--- src/rtl/crbus_pkg.sv ---
package crbus_pkg;

  localparam logic [1:0] OP_READ  = 2'b00;
  localparam logic [1:0] OP_WRITE = 2'b01;

  typedef enum logic [1:0] {K_CAPA, K_CAPD, K_RD, K_WR} strobe_kind_e;

  typedef enum logic [1:0] {H_IDLE, H_SETUP, H_HIGH, H_LOW} hs_state_e;

  typedef enum logic [2:0] {S_IDLE, S_ADDR, S_RD, S_DATA, S_COMMIT} seq_state_e;

endpackage

--- src/rtl/crbus_rst_sync.sv ---
module crbus_rst_sync (
  input  logic clk,
  input  logic rst_n,
  output logic rst_n_sync
);
  logic [1:0] sync_q;

  always_ff @(posedge clk or negedge rst_n) begin
    if (!rst_n) sync_q <= 2'b00;
    else        sync_q <= {sync_q[0], 1'b1};
  end

  assign rst_n_sync = sync_q[1];
endmodule

--- src/rtl/crbus_poll_timer.sv ---
module crbus_poll_timer #(
  parameter int POLL_INT  = 5,
  parameter int MAX_POLLS = 200
) (
  input  logic clk,
  input  logic rst_n,
  input  logic reload,
  input  logic run,
  output logic poll,
  output logic last
);
  localparam int PW = (POLL_INT  > 1) ? $clog2(POLL_INT)  : 1;
  localparam int NW = (MAX_POLLS > 1) ? $clog2(MAX_POLLS) : 1;

  logic [PW-1:0] pcnt_q;
  logic [NW-1:0] ncnt_q;

  assign poll = run && (pcnt_q == PW'(POLL_INT - 1));
  assign last = (ncnt_q == NW'(MAX_POLLS - 1));

  always_ff @(posedge clk or negedge rst_n) begin
    if (!rst_n)      pcnt_q <= '0;
    else if (reload) pcnt_q <= '0;
    else if (run)    pcnt_q <= poll ? '0 : pcnt_q + 1'b1;
  end

  always_ff @(posedge clk or negedge rst_n) begin
    if (!rst_n)              ncnt_q <= '0;
    else if (reload)         ncnt_q <= '0;
    else if (poll && !last)  ncnt_q <= ncnt_q + 1'b1;
  end
endmodule

--- src/rtl/crbus_hs_engine.sv ---
module crbus_hs_engine
  import crbus_pkg::*;
#(
  parameter int DW        = 16,
  parameter int SETUP_CYC = 2,
  parameter int POLL_INT  = 5,
  parameter int MAX_POLLS = 200
) (
  input  logic          clk,
  input  logic          rst_n,
  input  logic          go,
  input  strobe_kind_e  go_kind,
  input  logic [DW-1:0] go_data,
  input  logic          ack,
  input  logic [DW-1:0] dout,
  output logic [DW-1:0] din,
  output logic [3:0]    strobe,
  output logic          hs_done,
  output logic          hs_err,
  output logic [DW-1:0] rdata
);
  localparam int SW = (SETUP_CYC > 1) ? $clog2(SETUP_CYC) : 1;

  hs_state_e     st_q, st_d;
  strobe_kind_e  kind_q;
  logic [DW-1:0] din_q, rdata_q;
  logic [SW-1:0] scnt_q;
  logic          t_reload, t_run, t_poll, t_last, cap_rd, load_en;

  assign t_run   = (st_q == H_HIGH) || (st_q == H_LOW);
  assign load_en = go && (st_q == H_IDLE);

  crbus_poll_timer #(.POLL_INT(POLL_INT), .MAX_POLLS(MAX_POLLS)) u_timer (
    .clk    (clk),
    .rst_n  (rst_n),
    .reload (t_reload),
    .run    (t_run),
    .poll   (t_poll),
    .last   (t_last)
  );

  always_comb begin
    st_d     = st_q;
    t_reload = 1'b0;
    hs_done  = 1'b0;
    hs_err   = 1'b0;
    cap_rd   = 1'b0;
    case (st_q)
      H_IDLE:  if (go) st_d = H_SETUP;
      H_SETUP: if (scnt_q == SW'(SETUP_CYC - 1)) begin
                 st_d     = H_HIGH;
                 t_reload = 1'b1;
               end
      H_HIGH:  if (t_poll) begin
                 if (ack) begin
                   st_d     = H_LOW;
                   t_reload = 1'b1;
                   cap_rd   = (kind_q == K_RD);
                 end else if (t_last) begin
                   st_d   = H_IDLE;
                   hs_err = 1'b1;
                 end
               end
      H_LOW:   if (t_poll) begin
                 if (!ack) begin
                   st_d    = H_IDLE;
                   hs_done = 1'b1;
                 end else if (t_last) begin
                   st_d   = H_IDLE;
                   hs_err = 1'b1;
                 end
               end
      default: st_d = H_IDLE;
    endcase
  end

  always_ff @(posedge clk or negedge rst_n) begin
    if (!rst_n) st_q <= H_IDLE;
    else        st_q <= st_d;
  end

  always_ff @(posedge clk or negedge rst_n) begin
    if (!rst_n) begin
      kind_q <= K_CAPA;
      din_q  <= '0;
    end else if (load_en) begin
      kind_q <= go_kind;
      din_q  <= go_data;
    end
  end

  always_ff @(posedge clk or negedge rst_n) begin
    if (!rst_n)                scnt_q <= '0;
    else if (st_q == H_SETUP)  scnt_q <= scnt_q + 1'b1;
    else                       scnt_q <= '0;
  end

  always_ff @(posedge clk or negedge rst_n) begin
    if (!rst_n)      rdata_q <= '0;
    else if (cap_rd) rdata_q <= dout;
  end

  for (genvar k = 0; k < 4; k++) begin : g_strobe
    assign strobe[k] = (st_q == H_HIGH) && (kind_q == strobe_kind_e'(k));
  end

  assign din   = din_q;
  assign rdata = rdata_q;
endmodule

--- src/rtl/crbus_seq.sv ---
module crbus_seq
  import crbus_pkg::*;
#(
  parameter int DW        = 16,
  parameter int SETUP_CYC = 2,
  parameter int POLL_INT  = 5,
  parameter int MAX_POLLS = 200
) (
  input  logic          clk,
  input  logic          rst_n,
  input  logic          cmd_start,
  input  logic [1:0]    cmd_op,
  input  logic [DW-1:0] cmd_addr,
  input  logic [DW-1:0] cmd_wdata,
  input  logic [DW-1:0] cmd_mask,
  output logic          busy,
  output logic          done,
  output logic          err,
  output logic [DW-1:0] rdata,
  output logic [DW-1:0] bus_din,
  output logic          bus_cap_addr,
  output logic          bus_cap_data,
  output logic          bus_rd,
  output logic          bus_wr,
  input  logic          bus_ack,
  input  logic [DW-1:0] bus_dout
);
  logic          rst_n_s;
  seq_state_e    sq_q, sq_d;
  logic [1:0]    op_q;
  logic [DW-1:0] addr_q, wdata_q, mask_q, gdata_q, ldata, merged;
  strobe_kind_e  gkind_q, lkind;
  logic          go_q, wpass_q;
  logic          launch, accept, merge, fin, need_rd, is_rmw;
  logic          done_q, err_q;
  logic          hs_done, hs_err;
  logic [3:0]    strobe;
  logic [DW-1:0] eng_rdata;

  crbus_rst_sync u_rst (
    .clk        (clk),
    .rst_n      (rst_n),
    .rst_n_sync (rst_n_s)
  );

  crbus_hs_engine #(
    .DW(DW), .SETUP_CYC(SETUP_CYC), .POLL_INT(POLL_INT), .MAX_POLLS(MAX_POLLS)
  ) u_eng (
    .clk     (clk),
    .rst_n   (rst_n_s),
    .go      (go_q),
    .go_kind (gkind_q),
    .go_data (gdata_q),
    .ack     (bus_ack),
    .dout    (bus_dout),
    .din     (bus_din),
    .strobe  (strobe),
    .hs_done (hs_done),
    .hs_err  (hs_err),
    .rdata   (eng_rdata)
  );

  assign is_rmw  = op_q[1];
  assign need_rd = (op_q == OP_READ) || (is_rmw && !wpass_q);
  assign merged  = (eng_rdata & ~mask_q) | (wdata_q & mask_q);

  always_comb begin
    sq_d   = sq_q;
    launch = 1'b0;
    lkind  = K_CAPA;
    ldata  = addr_q;
    accept = 1'b0;
    merge  = 1'b0;
    fin    = 1'b0;
    case (sq_q)
      S_IDLE: if (cmd_start) begin
        accept = 1'b1;
        sq_d   = S_ADDR;
        launch = 1'b1;
        ldata  = cmd_addr;
      end
      S_ADDR: if (hs_err) fin = 1'b1;
        else if (hs_done) begin
          launch = 1'b1;
          if (need_rd) begin
            sq_d  = S_RD;
            lkind = K_RD;
            ldata = '0;
          end else begin
            sq_d  = S_DATA;
            lkind = K_CAPD;
            ldata = wdata_q;
          end
        end
      S_RD: if (hs_err) fin = 1'b1;
        else if (hs_done) begin
          if (is_rmw) begin
            merge  = 1'b1;
            launch = 1'b1;
            sq_d   = S_ADDR;
          end else begin
            fin = 1'b1;
          end
        end
      S_DATA: if (hs_err) fin = 1'b1;
        else if (hs_done) begin
          sq_d   = S_COMMIT;
          launch = 1'b1;
          lkind  = K_WR;
          ldata  = wdata_q;
        end
      S_COMMIT: if (hs_err || hs_done) fin = 1'b1;
      default: sq_d = S_IDLE;
    endcase
    if (fin) sq_d = S_IDLE;
  end

  always_ff @(posedge clk or negedge rst_n_s) begin
    if (!rst_n_s) sq_q <= S_IDLE;
    else          sq_q <= sq_d;
  end

  always_ff @(posedge clk or negedge rst_n_s) begin
    if (!rst_n_s) begin
      op_q   <= OP_READ;
      addr_q <= '0;
      mask_q <= '0;
    end else if (accept) begin
      op_q   <= cmd_op;
      addr_q <= cmd_addr;
      mask_q <= cmd_mask;
    end
  end

  always_ff @(posedge clk or negedge rst_n_s) begin
    if (!rst_n_s) begin
      wdata_q <= '0;
      wpass_q <= 1'b0;
    end else if (accept) begin
      wdata_q <= cmd_wdata;
      wpass_q <= 1'b0;
    end else if (merge) begin
      wdata_q <= merged;
      wpass_q <= 1'b1;
    end
  end

  always_ff @(posedge clk or negedge rst_n_s) begin
    if (!rst_n_s) begin
      gkind_q <= K_CAPA;
      gdata_q <= '0;
    end else if (launch) begin
      gkind_q <= lkind;
      gdata_q <= ldata;
    end
  end

  always_ff @(posedge clk or negedge rst_n_s) begin
    if (!rst_n_s) begin
      go_q   <= 1'b0;
      done_q <= 1'b0;
      err_q  <= 1'b0;
    end else begin
      go_q   <= launch;
      done_q <= fin;
      err_q  <= fin && hs_err;
    end
  end

  assign busy         = (sq_q != S_IDLE);
  assign done         = done_q;
  assign err          = err_q;
  assign rdata        = eng_rdata;
  assign bus_cap_addr = strobe[K_CAPA];
  assign bus_cap_data = strobe[K_CAPD];
  assign bus_rd       = strobe[K_RD];
  assign bus_wr       = strobe[K_WR];
endmodule

--- config.mk ---
export PLATFORM = sky130hd
export DESIGN_NAME = crbus_seq
export DESIGN_NICKNAME = d
export VERILOG_FILES = /design/src/rtl/crbus_pkg.sv /design/src/rtl/crbus_rst_sync.sv /design/src/rtl/crbus_poll_timer.sv /design/src/rtl/crbus_hs_engine.sv /design/src/rtl/crbus_seq.sv
export SDC_FILE = /design/constraint.sdc
export NUM_CORES = 1
export LEC_CHECK = 0
export BUFFER_PORTS_ARGS = -buffer_cell sky130_fd_sc_hd__buf_2
export CORE_AREA = 2 2 101 103
export CTS_BUF_LIST = sky130_fd_sc_hd__clkbuf_8
export DETAILED_ROUTE_END_ITERATION = 10
export DIE_AREA = 0 0 103 105
export PLACE_DENSITY_LB_ADDON = 0.05
export SLEW_MARGIN = 0
export SYNTH_ARGS = -nofsm -noshare
export SYNTH_HDL_FRONTEND = slang
export SYNTH_SLANG_ARGS = --single-unit
--- constraint.sdc ---
create_clock -name clk -period 7.4 [get_ports clk]
set_input_delay 0.37 -clock clk [delete_from_list [all_inputs] [get_ports clk]]
set_output_delay 0.37 -clock clk [all_outputs]
set_load 0.02 [all_outputs]
# Word-level counts from Yosys, hierarchy flattened
# Cells that the tools add are included.
dict set report word_totals {
  romBits 0
  latchBits 0
  ff_bits 125
  n_memories 0
  in_bits 70
  ram_bits 0
  out_inout_bits 39
  elab_cells 149
}
dict set report op_classes {
  n_eq_ne 25
  n_shift 0
  reduce_logical 25
  order_cmp 0
  n_div 0
  add_sub_neg 3
  bitwise 4
  mul 0
  muxes 73
}
# op count
set op_table {}
lappend op_table {{$mux 16} 8}
lappend op_table {{$pmux 16 s3} 1}
lappend op_table {{$mux 3} 12}
lappend op_table {{$and 16x16->16} 2}
lappend op_table {{$mux 1} 31}
lappend op_table {{$mux 2} 12}
lappend op_table {{$ne 3x3->1 const B} 8}
lappend op_table {{$mux 8} 2}
lappend op_table {{$not 16->16} 1}
lappend op_table {{$or 16x16->16} 1}
lappend op_table {{$pmux 3 s5} 1}
lappend op_table {{$logic_and 1x1->1} 9}
lappend op_table {{$reduce_and 9->1} 1}
lappend op_table {{$add 8x1->8 const B} 1}
lappend op_table {{$eq 2x2->1 const B} 4}
lappend op_table {{$eq 8x8->1 const B} 1}
lappend op_table {{$ne 2x2->1 const B} 4}
lappend op_table {{$pmux 2 s4} 1}
lappend op_table {{$eq 3x2->1 const B} 2}
lappend op_table {{$eq 3x3->1 const B} 2}
lappend op_table {{$logic_not 2->1} 3}
lappend op_table {{$pmux 1 s3} 2}
lappend op_table {{$reduce_bool 2->1} 3}
lappend op_table {{$eq 2x1->1 const B} 2}
lappend op_table {{12 further kinds} 16}

# Logic depth before layout (Yosys ltp)
# Gate-level depths: netlist (run 1).
dict set report depth {
  ltp_word 10
  depth_mapped 7
  ltp_nobuf 6
}

# By module
# A second synthesis (run 1) with hierarchy kept.
dict set report hier_totals {
  cells_unflattened 571
  hier_area_um2 5954.5
}
# module area_per_inst_um2 n_inst seq_area_each_um2 cells_per_inst
set by_module_without_submodules {}
lappend by_module_without_submodules {crbus_seq 3678.5 1 1876.8 394}
lappend by_module_without_submodules {crbus_hs_engine 1585.3 1 925.9 112}
lappend by_module_without_submodules {crbus_poll_timer 636.9 1 275.3 62}
lappend by_module_without_submodules {crbus_rst_sync 53.8 1 50.0 3}

# Least setup slack after synthesis (run 1)
# Ideal clock, no wire load.
dict set report synth_timing {
  kind {register -> register}
  from {reg u_eng.st_q[0]}
  to {reg u_eng.rdata_q[10], in the netlist u_eng.rdata[10]}
  stages_incl_launch_ff 8
  arrival_time_ps 1906
  path_buffers 1
  setup_ps 125
  path_slack_ps 5369
  period_less_slack_ps 2031
  required_time_ps 7275
  path_cell_list {dfrtp_1 inv_1 ha_1 and3b_1 nand2_1 nor2_2 buf_2 mux2_2}
}
dict set report synth_via {
  elab_chain_cells 5
  elab_cells_between_ends 6
  cone_classes {eq/ne: 2; mux: 2; reduce/logical: 2}
}
# element line_no
set synth_lines {}
lappend synth_lines {{from (decl)} crbus_hs_engine.sv:24} ;# hs_state_e st_q, st_d;
lappend synth_lines {{from (signal assigned)} crbus_hs_engine.sv:79} ;# else st_q <= st_d;
lappend synth_lines {{$eq 2x2->1, on equally long branches} {crbus_hs_engine.sv:30, crbus_hs_engine.sv:48}}
lappend synth_lines {{$logic_or 1x1->1} crbus_hs_engine.sv:30} ;# assign t_run = (st_q == H_HIGH) || (st_q == H_LOW);
lappend synth_lines {{$logic_and 1x1->1} crbus_poll_timer.sv:18} ;# assign poll = run && (pcnt_q == PW'(POLL_INT - 1));
lappend synth_lines {{$mux 1} crbus_hs_engine.sv:54} ;# H_HIGH: if (t_poll) begin
lappend synth_lines {{$mux 1 *} crbus_hs_engine.sv:48} ;# case (st_q)
lappend synth_lines {{to (signal assigned)} crbus_hs_engine.sv:100} ;# else if (cap_rd) rdata_q <= dout;
lappend synth_lines {{to (decl)} crbus_hs_engine.sv:26} ;# logic [DW-1:0] din_q, rdata_q;
# Mark *: on every way between the ends. The rest lies on a longest branch, timed or not.
# A chain may end at the register's enable or synchronous reset.

# Worst setup path after layout (run 1)
dict set report layout_timing {
  from {reg sq_q[2]}
  to {reg mask_q[0]}
}
dict set report layout_via {
  elab_chain_cells 2
}
# element line_no
set layout_lines {}
lappend layout_lines {{from (decl)} crbus_seq.sv:29} ;# seq_state_e sq_q, sq_d;
lappend layout_lines {{from (signal assigned)} crbus_seq.sv:120} ;# else sq_q <= sq_d;
lappend layout_lines {{$logic_not 3->1} crbus_seq.sv:75} ;# case (sq_q)
lappend layout_lines {{$mux 1} crbus_seq.sv:75}
lappend layout_lines {{to (signal assigned)} crbus_seq.sv:131} ;# mask_q <= cmd_mask;
lappend layout_lines {{to (decl)} crbus_seq.sv:31} ;# logic [DW-1:0] addr_q, wdata_q, mask_q, gdata_q, ldata, merged;
# Every way passes these cells.

==> results.py, run 1 <==
metrics = {
    "global_routing": {
        "grtUsageTotal": 0.237,
        "grt_pass1_vias": 3959,
        "grt_pass1_wl_um": 19800,
        "grt_max_degree": 86,
        "antenna_found_initial": 0,
        "grt-ovfl-total": 0,
    },
    "clocking": {
        "root_buffer": "clkbuf_8",
        "cts_tree": "built",
        "cts_setup_buffers": 0,
        "clk_path_buf_depth": 2,
        "clock-sinks": 125,
        "clk_transition_reported_paths_ps": 70,
        "h-tree-depth": 4,
        "clock_latency_ps": 420,
        "cts-buffers-inserted": 17,
    },
    "routing": {
        "viasPerCell": 5.59,
        "drtAntennaViolNets": 0,
        "drcViolationCount": 0,
        "vias": 3940,
        "wl_um": 11700,
        "drtIter0Drc": 144,
        "firstDrtPassIters": 4,
        "post_drt_wl_per_cell_um": 16.6,
    },
    "logic_synthesis": {
        "synthArstFlopShare": 1.00,
        "synthCells": 455,
        "synthTopCellsByArea": "dfrtp_1 55%, mux2_2 13%, mux2i_1 3.1%, a2bb2oi_2 2.6%, a211oi_1 2.2%",
        "yosysWarnings": 0,
        "seq_area_frac_synth": 0.547,
        "ys_types": 54,
        "synth.top_cell.area_share": 0.547,
        "avgSynthCellArea_um2": 12.6,
        "synth.cell_area_mm2": 0.00572,
        "synth_nets": 533,
        "synth_flop_cell": "dfrtp_1",
        "synth-edff-count": 0,
        "yosysTopAreaCell": "dfrtp_1",
        "ys_ff_latch": 125,
    },
    "floorplanning": {
        "start_util": 0.594,
        "boundaryPins": 109,
        "die_area_mm2": 0.0108,
        "rows": 36,
        "die_w_um": 103,
        "die_h_um": 105,
        "core_mm2": 0.00964,
    },
    "sta": {
        "fin_crit_ps": 3030,
        "fmax_mhz": 330,
        "setup_tns_ps": 0,
        "final_hold_viol_count": 0,
        "drv_slew": 0,
        "slew_headroom": 0.298,
        "setup_viol": 0,
        "setup_ws_ps": 4370,
        "rsz0062_at_grt": "false",
        "whs_ps": 150,
        "period_share": 0.409,
        "skew_ps": 12.0,
        "tightest_slew_ps": 1050,
    },
    "cells_and_area": {
        "fillers": 750,
        "drive_gt1_frac": 0.418,
        "stdcell_area_mm2": 0.00676,
        "post_layout_nonfiller_instances": 705,
        "syn2layout_area_growth_pct": 18.0,
        "fin_nets": 637,
        "insertedDiodeCount": 0,
        "fin_util": 0.701,
    },
    "power_and_ir_drop": {
        "p_total_mw": 2.58,
        "leakage_nw": 3.02,
        "vdd_ir_drop_max_v": 0.000165,
        "power_density_mw_per_mm2": 382,
    },
    "run_status": {
        "status": "complete, no violations",
    },
    "flow_run": {
        "drv_cap": 0,
    },
    "worst_setup_path": {
        "worstSetupPathType": "reg -> reg",
        "crit_path_max_fanout": 71,
        "critPathRequiredTime_ps": 7700,
        "start_kind": "flip-flop",
        "critical_path.endpoint_type": "flip-flop",
        "cp_data_arrival_time_ps": 3330,
    },
    "place": {
        "place_ws_ps": 4430,
        "hpwl_um": 8130,
        "finalWeightedCongestion": 0.831,
        "place_inst": 672,
        "io_buffers": 108,
        "placed_area_mm2": 0.00634,
    },
    "hold_path": {
        "hold_path_class": "in -> reg",
    },
}
[where the power goes]
part / internal (mW) / total (mW) / leakage, nW / switching [mW]
sequential: 0.947 / 1.14 / 1.54 / 0.194
combinational: 0.409 / 0.833 / 1.27 / 0.424
clock: 0.347 / 0.605 / 0.212 / 0.258
[critical path: stages, from the launching register on]
cell     delay [ps]
dfrtp_1         760
nor4b_4         990
buf_4           730
mux2_2          410
[synth_stat cells, types with 3 or more instances]
cell and n:
a211oi_1 17, a21oi_1 11, a22oi_1 7, a22oi_2 9, a2bb2oi_1 8, a2bb2oi_2 10, and2_1 3, buf_1 3
buf_2 13, clkbuf_1 9, dfrtp_1 125, ha_1 8, inv_1 10, mux2_2 68, mux2i_1 18, nand2_1 26
nand2b_1 3, nand3_1 4, nor2_1 16, nor3_1 22, o21ai_0 21, xnor2_1 6
[routing by layer]
| layer | track usage | vias up | wire length (um) |
|---|---|---|---|
| met5 | 0 | - | 0 |
| li1 | - | 1877 | - |
| met1 | 0.346 | 1948 | 5510 |
| met4 | 0.0789 | 0 | 150 |
| met2 | 0.345 | 103 | 5490 |
| met3 | 0.0635 | 12 | 574 |
[layout by cell type (no fill, tap or decap), types with 2 or more instances in the layout]
cell / netlist / final
and2_1: 3 / 3
nand2_1: 26 / 26
nor3b_1: 2 / 2
buf_2: 13 / 108
clkinv_2: 0 / 6
bufinv_16: 0 / 3
a21oi_1: 11 / 11
a2bb2oi_2: 10 / 10
o21ai_1: 2 / 2
a22oi_1: 7 / 7
mux2_2: 68 / 68
a2bb2oi_1: 8 / 8
clkbuf_8: 0 / 19
inv_1: 10 / 11
a211oi_1: 17 / 17
o21ai_0: 21 / 21
nor2_1: 16 / 16
and3b_1: 2 / 2
dfrtp_1: 125 / 124
ha_1: 8 / 8
a22oi_2: 9 / 9
nor3_1: 22 / 22
or3b_2: 2 / 2
nor2_2: 2 / 2
buf_4: 1 / 3
mux2i_1: 18 / 18
nor4_1: 2 / 2
nand2b_1: 3 / 3
nand3_1: 4 / 4
xnor2_1: 6 / 6
clkinvlp_4: 0 / 2
[worst paths after layout]
kind                                 startpoint         endpoint  slack [ps]  cells past startpoint
worst max register to register          sq_q[2]        mask_q[0]        4370                      3
worst max-delay path                    sq_q[2]        mask_q[0]        4370                      3
min in group asynchronous                 rst_n  u_rst.sync_q[0]         250                      2
worst min-delay path              cmd_wdata[13]        flip-flop         150                      3
worst min register to register  u_rst.sync_q[1]     u_eng.din[3]         310                      0
max in group asynchronous       u_rst.sync_q[1]          op_q[0]        5680                      1
[area by class of cell]
type | instances | area, um^2 | share of cell area
Clock inverter | 13 | 148 | 0.0219
Inverter | 10 | 37.5 | 0.00556
Timing Repair Buffer | 112 | 573 | 0.0848
Tap cell | 133 | 166 | 0.0246
Multi-Input combinational cell | 293 | 2440 | 0.361
Clock buffer | 19 | 262 | 0.0387
Sequential cell | 125 | 3130 | 0.464
[kinds of logic (layout without fill, tap and decap cells)]
| logic type | after synthesis | count (layout) | share of synthesized area |
|---|---|---|---|
| flops | 125 | 125 | 0.547 |
| buf+inv | 37 | 154 | 0.0291 |
| mux | 86 | 86 | 0.165 |
| simple gates | 95 | 95 | 0.0899 |
| xor+xnor | 6 | 6 | 0.00918 |
| fa+ha+maj | 8 | 8 | 0.0175 |
| other cells | 1 | 1 | 0.000655 |
| compound gates | 97 | 97 | 0.142 |
[what timing repair did]
item	in CTS	in global routing
hold buffers	1	0
gates resized for setup	0	0
hold endpoints to repair	2	0
No activity file was read; power rests on OpenSTA's default activity.
==> inputs of run 2 (changes only) <==
--- a/config.mk
+++ b/config.mk
@@ -6,10 +6,10 @@
 export NUM_CORES = 1
 export LEC_CHECK = 0
 export BUFFER_PORTS_ARGS = -buffer_cell sky130_fd_sc_hd__buf_2
-export CORE_AREA = 2 2 101 103
+export CORE_AREA = 2 2 108 110
 export CTS_BUF_LIST = sky130_fd_sc_hd__clkbuf_8
 export DETAILED_ROUTE_END_ITERATION = 10
-export DIE_AREA = 0 0 103 105
+export DIE_AREA = 0 0 110 112
 export PLACE_DENSITY_LB_ADDON = 0.05
 export SLEW_MARGIN = 0
 export SYNTH_ARGS = -nofsm -noshare
==> constraint.sdc (replaced) <==
create_clock -name clk -period 2.5 [get_ports clk]
set_input_delay 0.125 -clock clk [delete_from_list [all_inputs] [get_ports clk]]
set_output_delay 0.125 -clock clk [all_outputs]
set_load 0.02 [all_outputs]
==> results.py, run 2 (synthesis gave the netlist of run 1 again) <==
metrics = {
    "worst_setup_path": {
        "cpMaxStageDelayCell": "ha_1",
        "worstReg2RegStart": "u_eng.st_q[0]",
        "reg2reg_slack_ps": 300,
        "cp-startpoint": "u_eng.st_q[0]",
        "crit_path_max_fanout": 12,
        "worst-path-stages": 6,
        "rr_endpoint": "u_eng.u_timer.ncnt_q[3]",
        "critPathMaxStageDelay_ps": 430,
        "cp_data_arrival_time_ps": 2560,
        "critPathBufInv": 1,
        "cp-endpoint": "u_eng.u_timer.ncnt_q[3]",
        "worst_r2r_path_depth": 6,
        "worstSetupPathType": "reg -> reg",
        "critPathMostFrequentCell": "a21oi_1",
        "critPathTopFamily": "compound AO/OA/AOI/OAI gates",
        "critical_path.endpoint_type": "flip-flop",
        "cp_cell_sequence": "inv_1, ha_1, o211ai_2, a21oi_1, or3b_1, a21oi_1",
        "start_kind": "flip-flop",
        "critPathRequiredTime_ps": 2860,
    },
    "clocking": {
        "root_buffer": "clkbuf_8",
        "cts_tree": "built",
        "cts_setup_buffers": 0,
        "clk_path_buf_depth": 2,
        "clock_latency_ps": 430,
        "clock-sinks": 125,
        "h-tree-depth": 4,
        "clk_transition_reported_paths_ps": 70,
        "cts-buffers-inserted": 17,
    },
    "routing": {
        "vias": 4290,
        "firstDrtPassIters": 4,
        "drtIter0Drc": 177,
        "drcViolationCount": 0,
        "wl_um": 13300,
        "post_drt_wl_per_cell_um": 16.8,
        "drtAntennaViolNets": 0,
        "viasPerCell": 5.42,
    },
    "global_routing": {
        "grtUsageTotal": 0.240,
        "grt_max_degree": 84,
        "grt_pass1_wl_um": 22500,
        "antenna_found_initial": 0,
        "grt-ovfl-total": 0,
        "grt_pass1_vias": 4553,
    },
    "power_and_ir_drop": {
        "p_seq_frac": 0.429,
        "comb_power_share": 0.331,
        "vdd_ir_drop_max_v": 0.000646,
        "switchingPower_mw": 2.64,
        "p_int_mw": 5.28,
        "power_density_mw_per_mm2": 1040,
        "clock_power_share": 0.240,
        "p_total_mw": 7.92,
        "leakage_nw": 3.39,
        "swShare": 0.334,
    },
    "cells_and_area": {
        "multi_input_area_mm2": 0.00244,
        "drive_gt1_frac": 0.381,
        "fin_nets": 714,
        "fillers": 847,
        "fin_util": 0.679,
        "insertedDiodeCount": 0,
        "stdcell_area_mm2": 0.00758,
        "syn2layout_area_growth_pct": 32.5,
        "post_layout_nonfiller_instances": 792,
        "mostFrequentLayoutCell": "dfrtp_1",
        "final_cell_mix": "124 x dfrtp_1, 108 x buf_2, 68 x mux2_2, 68 x dlygate4sd3_1, 26 x nand2_1",
        "seq_area_mm2": 0.00313,
    },
    "sta": {
        "setup_viol": 0,
        "final_hold_viol_count": 0,
        "rsz0062_at_grt": "false",
        "whs_ps": 53.7,
        "setup_tns_ps": 0,
        "fmax_mhz": 455,
        "tightest_slew_ps": 877,
        "period_share": 0.880,
        "fin_crit_ps": 2200,
        "drv_slew": 0,
        "skew_ps": 11.1,
        "slew_headroom": 0.415,
        "setup_ws_ps": 301,
    },
    "floorplanning": {
        "start_util": 0.512,
        "core_mm2": 0.0112,
        "rows": 39,
        "boundaryPins": 109,
        "die_w_um": 110,
        "die_area_mm2": 0.0123,
        "die_h_um": 112,
    },
    "hold_path": {
        "hold_path_class": "in -> reg",
        "hold-path-cell-count": 3,
    },
    "place": {
        "place_inst": 692,
        "finalWeightedCongestion": 0.780,
        "place_ws_ps": 305,
        "placed_area_mm2": 0.00646,
        "hpwl_um": 8710,
        "io_buffers": 108,
    },
    "run_status": {
        "status": "complete, no violations",
    },
    "flow_run": {
        "drv_cap": 0,
    },
}
## run 2: worst min-delay path by stage
stage / from / to
2_1_floorplan: rst_n / u_rst.sync_q[0]
3_3_place_gp: rst_n / u_rst.sync_q[0]
3_5_place_dp: rst_n / u_rst.sync_q[0]
4_1_cts: bus_ack / u_eng.st_q[1]
5_1_grt: bus_ack / u_eng.st_q[1]
6_report: bus_ack / u_eng.st_q[1]
## run 2: power groups by stage
stage               registers, mW  clock network (mW)  logic, mW
finish                       3.40                1.90       2.62
detailed placement           3.44                   0       2.54
CTS                          3.40                1.94       2.63
global route                 3.51                2.04       2.89
global placement             3.40                   0       2.44
floorplan                    3.39                   0       1.83
## run 2: tightest hold or removal path: cells and delay by family
kind	cells	cell delay, ps
buf+inv	1	160
simple gates	1	70
compound gates	1	90
## run 2: layout make-up
type / instances / area share
clock buffer: 24 / 0.0436
clock inverter: 8 / 0.0147
inverter: 10 / 0.00495
multi-input combinational: 293 / 0.321
sequential: 125 / 0.413
tap: 143 / 0.0236
timing repair buffer: 189 / 0.179
## run 2: repair_timing
action	in CTS	in global routing
gates resized for setup	0	0
hold endpoints to repair	69	0
hold buffers	68	0
## run 2: metal layers
layer,part of all wire,global-route usage,vias to the layer above
met3,0.042,0.0662,16
met5,0,0,-
met2,0.49,0.382,105
li1,-,-,2037
met1,0.45,0.315,2132
met4,0.015,0.0835,0
==> inputs of run 3 (changes only) <==
--- a/config.mk
+++ b/config.mk
@@ -6,10 +6,10 @@
 export NUM_CORES = 1
 export LEC_CHECK = 0
 export BUFFER_PORTS_ARGS = -buffer_cell sky130_fd_sc_hd__buf_2
-export CORE_AREA = 2 2 108 110
+export CORE_AREA = 2 2 83 144
 export CTS_BUF_LIST = sky130_fd_sc_hd__clkbuf_8
 export DETAILED_ROUTE_END_ITERATION = 10
-export DIE_AREA = 0 0 110 112
+export DIE_AREA = 0 0 85 146
 export PLACE_DENSITY_LB_ADDON = 0.05
 export SLEW_MARGIN = 0
 export SYNTH_ARGS = -nofsm -noshare
==> constraint.sdc (replaced) <==
create_clock -name clk -period 1.85 [get_ports clk]
set_input_delay 0.0925 -clock clk [delete_from_list [all_inputs] [get_ports clk]]
set_output_delay 0.0925 -clock clk [all_outputs]
set_load 0.02 [all_outputs]
==> results.py, run 3 (synthesis gave the netlist of run 1 again) <==
metrics = {
    "run_status": {
        "status": "finished, violations left",
        "failed_checks": "setup timing",
    },
    "flow_run": {
        "drv_cap": 0,
    },
    "place": {
        "place_inst": 710,
        "finalWeightedCongestion": 0.844,
        "place_ws_ps": -228,
        "hpwl_um": 9360,
        "io_buffers": 108,
    },
    "global_routing": {
        "antenna_found_initial": 0,
        "grt_pass1_wl_um": 23300,
        "grtUsageTotal": 0.235,
        "grt_pass1_vias": 4864,
        "grt-ovfl-total": 0,
        "grt_max_degree": 42,
    },
    "clocking": {
        "clock_latency_ps": 430,
        "clock-sinks": 125,
        "cts-buffers-inserted": 17,
        "clk_path_buf_depth": 2,
        "cts_tree": "built",
        "root_buffer": "clkbuf_8",
        "h-tree-depth": 4,
        "clk_transition_reported_paths_ps": 70,
    },
    "cells_and_area": {
        "syn2layout_area_growth_pct": 40.8,
        "mostFrequentLayoutCell": "dfrtp_1",
        "final_cell_mix": "124 x dfrtp_1, 108 x buf_2, 68 x dlygate4sd3_1, 57 x mux2_2, 37 x buf_4",
        "fillers": 786,
        "fin_nets": 750,
        "fin_util": 0.721,
        "insertedDiodeCount": 0,
        "drive_gt1_frac": 0.451,
        "post_layout_nonfiller_instances": 817,
    },
    "floorplanning": {
        "boundaryPins": 109,
        "die_w_um": 85,
        "die_h_um": 146,
        "start_util": 0.512,
        "core_mm2": 0.0112,
        "die_area_mm2": 0.0124,
        "rows": 51,
    },
    "hold_path": {
        "hold_path_class": "in -> reg",
    },
    "sta": {
        "period_share": 1.05,
        "final_hold_viol_count": 0,
        "rsz0062_at_grt": "true",
        "tightest_slew_ps": 473,
        "slew_headroom": 0.676,
        "setup_viol": 1,
        "fmax_mhz": 516,
        "skew_ps": 10.6,
        "fin_crit_ps": 1940,
        "drv_slew": 0,
        "setup_ws_ps": -86.3,
        "setup_tns_ps": -86.3,
    },
    "routing": {
        "drtIter0Drc": 196,
        "vias": 4431,
        "viasPerCell": 5.42,
        "post_drt_wl_per_cell_um": 17.3,
        "drtAntennaViolNets": 0,
        "wl_um": 14100,
        "drcViolationCount": 0,
        "firstDrtPassIters": 4,
    },
    "worst_setup_path": {
        "start_kind": "flip-flop",
        "worstSetupPathType": "reg -> reg",
        "critPathRequiredTime_ps": 2150,
        "cp_data_arrival_time_ps": 2240,
        "critical_path.endpoint_type": "flip-flop",
        "crit_path_max_fanout": 20,
    },
    "power_and_ir_drop": {
        "power_density_mw_per_mm2": 1370,
        "vdd_ir_drop_max_v": 0.00103,
        "p_total_mw": 11.1,
        "leakage_nw": 3.58,
    },
}
==> run 3: critical path: stages, from the launching register on <==
cell and delay (ps):
dfrtp_1 360, ha_2 280, nand4b_4 140, buf_4 180, buf_6 180, nor3_1 280
mux2i_1 280, o21ai_0 110
==> run 3: metal layers <==
metal | GRT usage | up-vias | share of wire
met3 | 0.0505 | 19 | 0.033
met1 | 0.275 | 2202 | 0.40
met5 | 0 | - | 0
met2 | 0.416 | 105 | 0.55
met4 | 0.0881 | 0 | 0.017
li1 | - | 2105 | -
==> run 3: worst paths after layout <==
| kind | cells past startpoint | startpoint | endpoint | slack, ps |
|---|---|---|---|---|
| worst max-delay path | 7 | u_eng.st_q[1] | flip-flop | -90 |
| worst min-delay path | 4 | bus_ack | u_eng.st_q[1] | 130 |
| worst max register to register | 7 | u_eng.st_q[1] | flip-flop | -90 |
| worst min register to register | 0 | u_rst.sync_q[1] | mask_q[2] | 290 |
| max in group asynchronous | 1 | u_rst.sync_q[1] | u_eng.din[3] | 960 |
| min in group asynchronous | 0 | u_rst.sync_q[1] | mask_q[2] | 290 |
==> run 3: repair_timing <==
| item | in CTS | in global routing |
|---|---|---|
| hold endpoints to repair | 81 | 0 |
| cloned | 1 | 1 |
| gates resized for setup | 9 | 34 |
| pin swaps | 4 | 5 |
| setup endpoints to repair | 84 | 99 |
| setup buffers | 1 | 4 |
| hold buffers | 68 | 0 |
==> run 3: through the flow <==
stage | hold slack (ps) | cell area [um^2]
after floorplan | -203 | 5740
after global placement | -122 | 6700
after detailed placement | -121 | 6700
after CTS | 97.2 | 7850
after global routing | 133 | 8060
final | 127 | 8060
==> run 3: report_power, final <==
group	switching, mW	internal [mW]
clock	1.14	1.08
sequential	0.716	3.79
combinational	2.05	2.29
==> run 3: final cells by class <==
cell class / count / area [um^2] / share of cell area
clock buffers: 17 / 234 / 0.0290
well taps: 132 / 165 / 0.0205
multi-input cells: 293 / 2610 / 0.324
inverters: 10 / 40.0 / 0.00497
repair buffers: 225 / 1730 / 0.215
flip-flops and latches: 125 / 3130 / 0.389
clock inverters: 15 / 140 / 0.0174
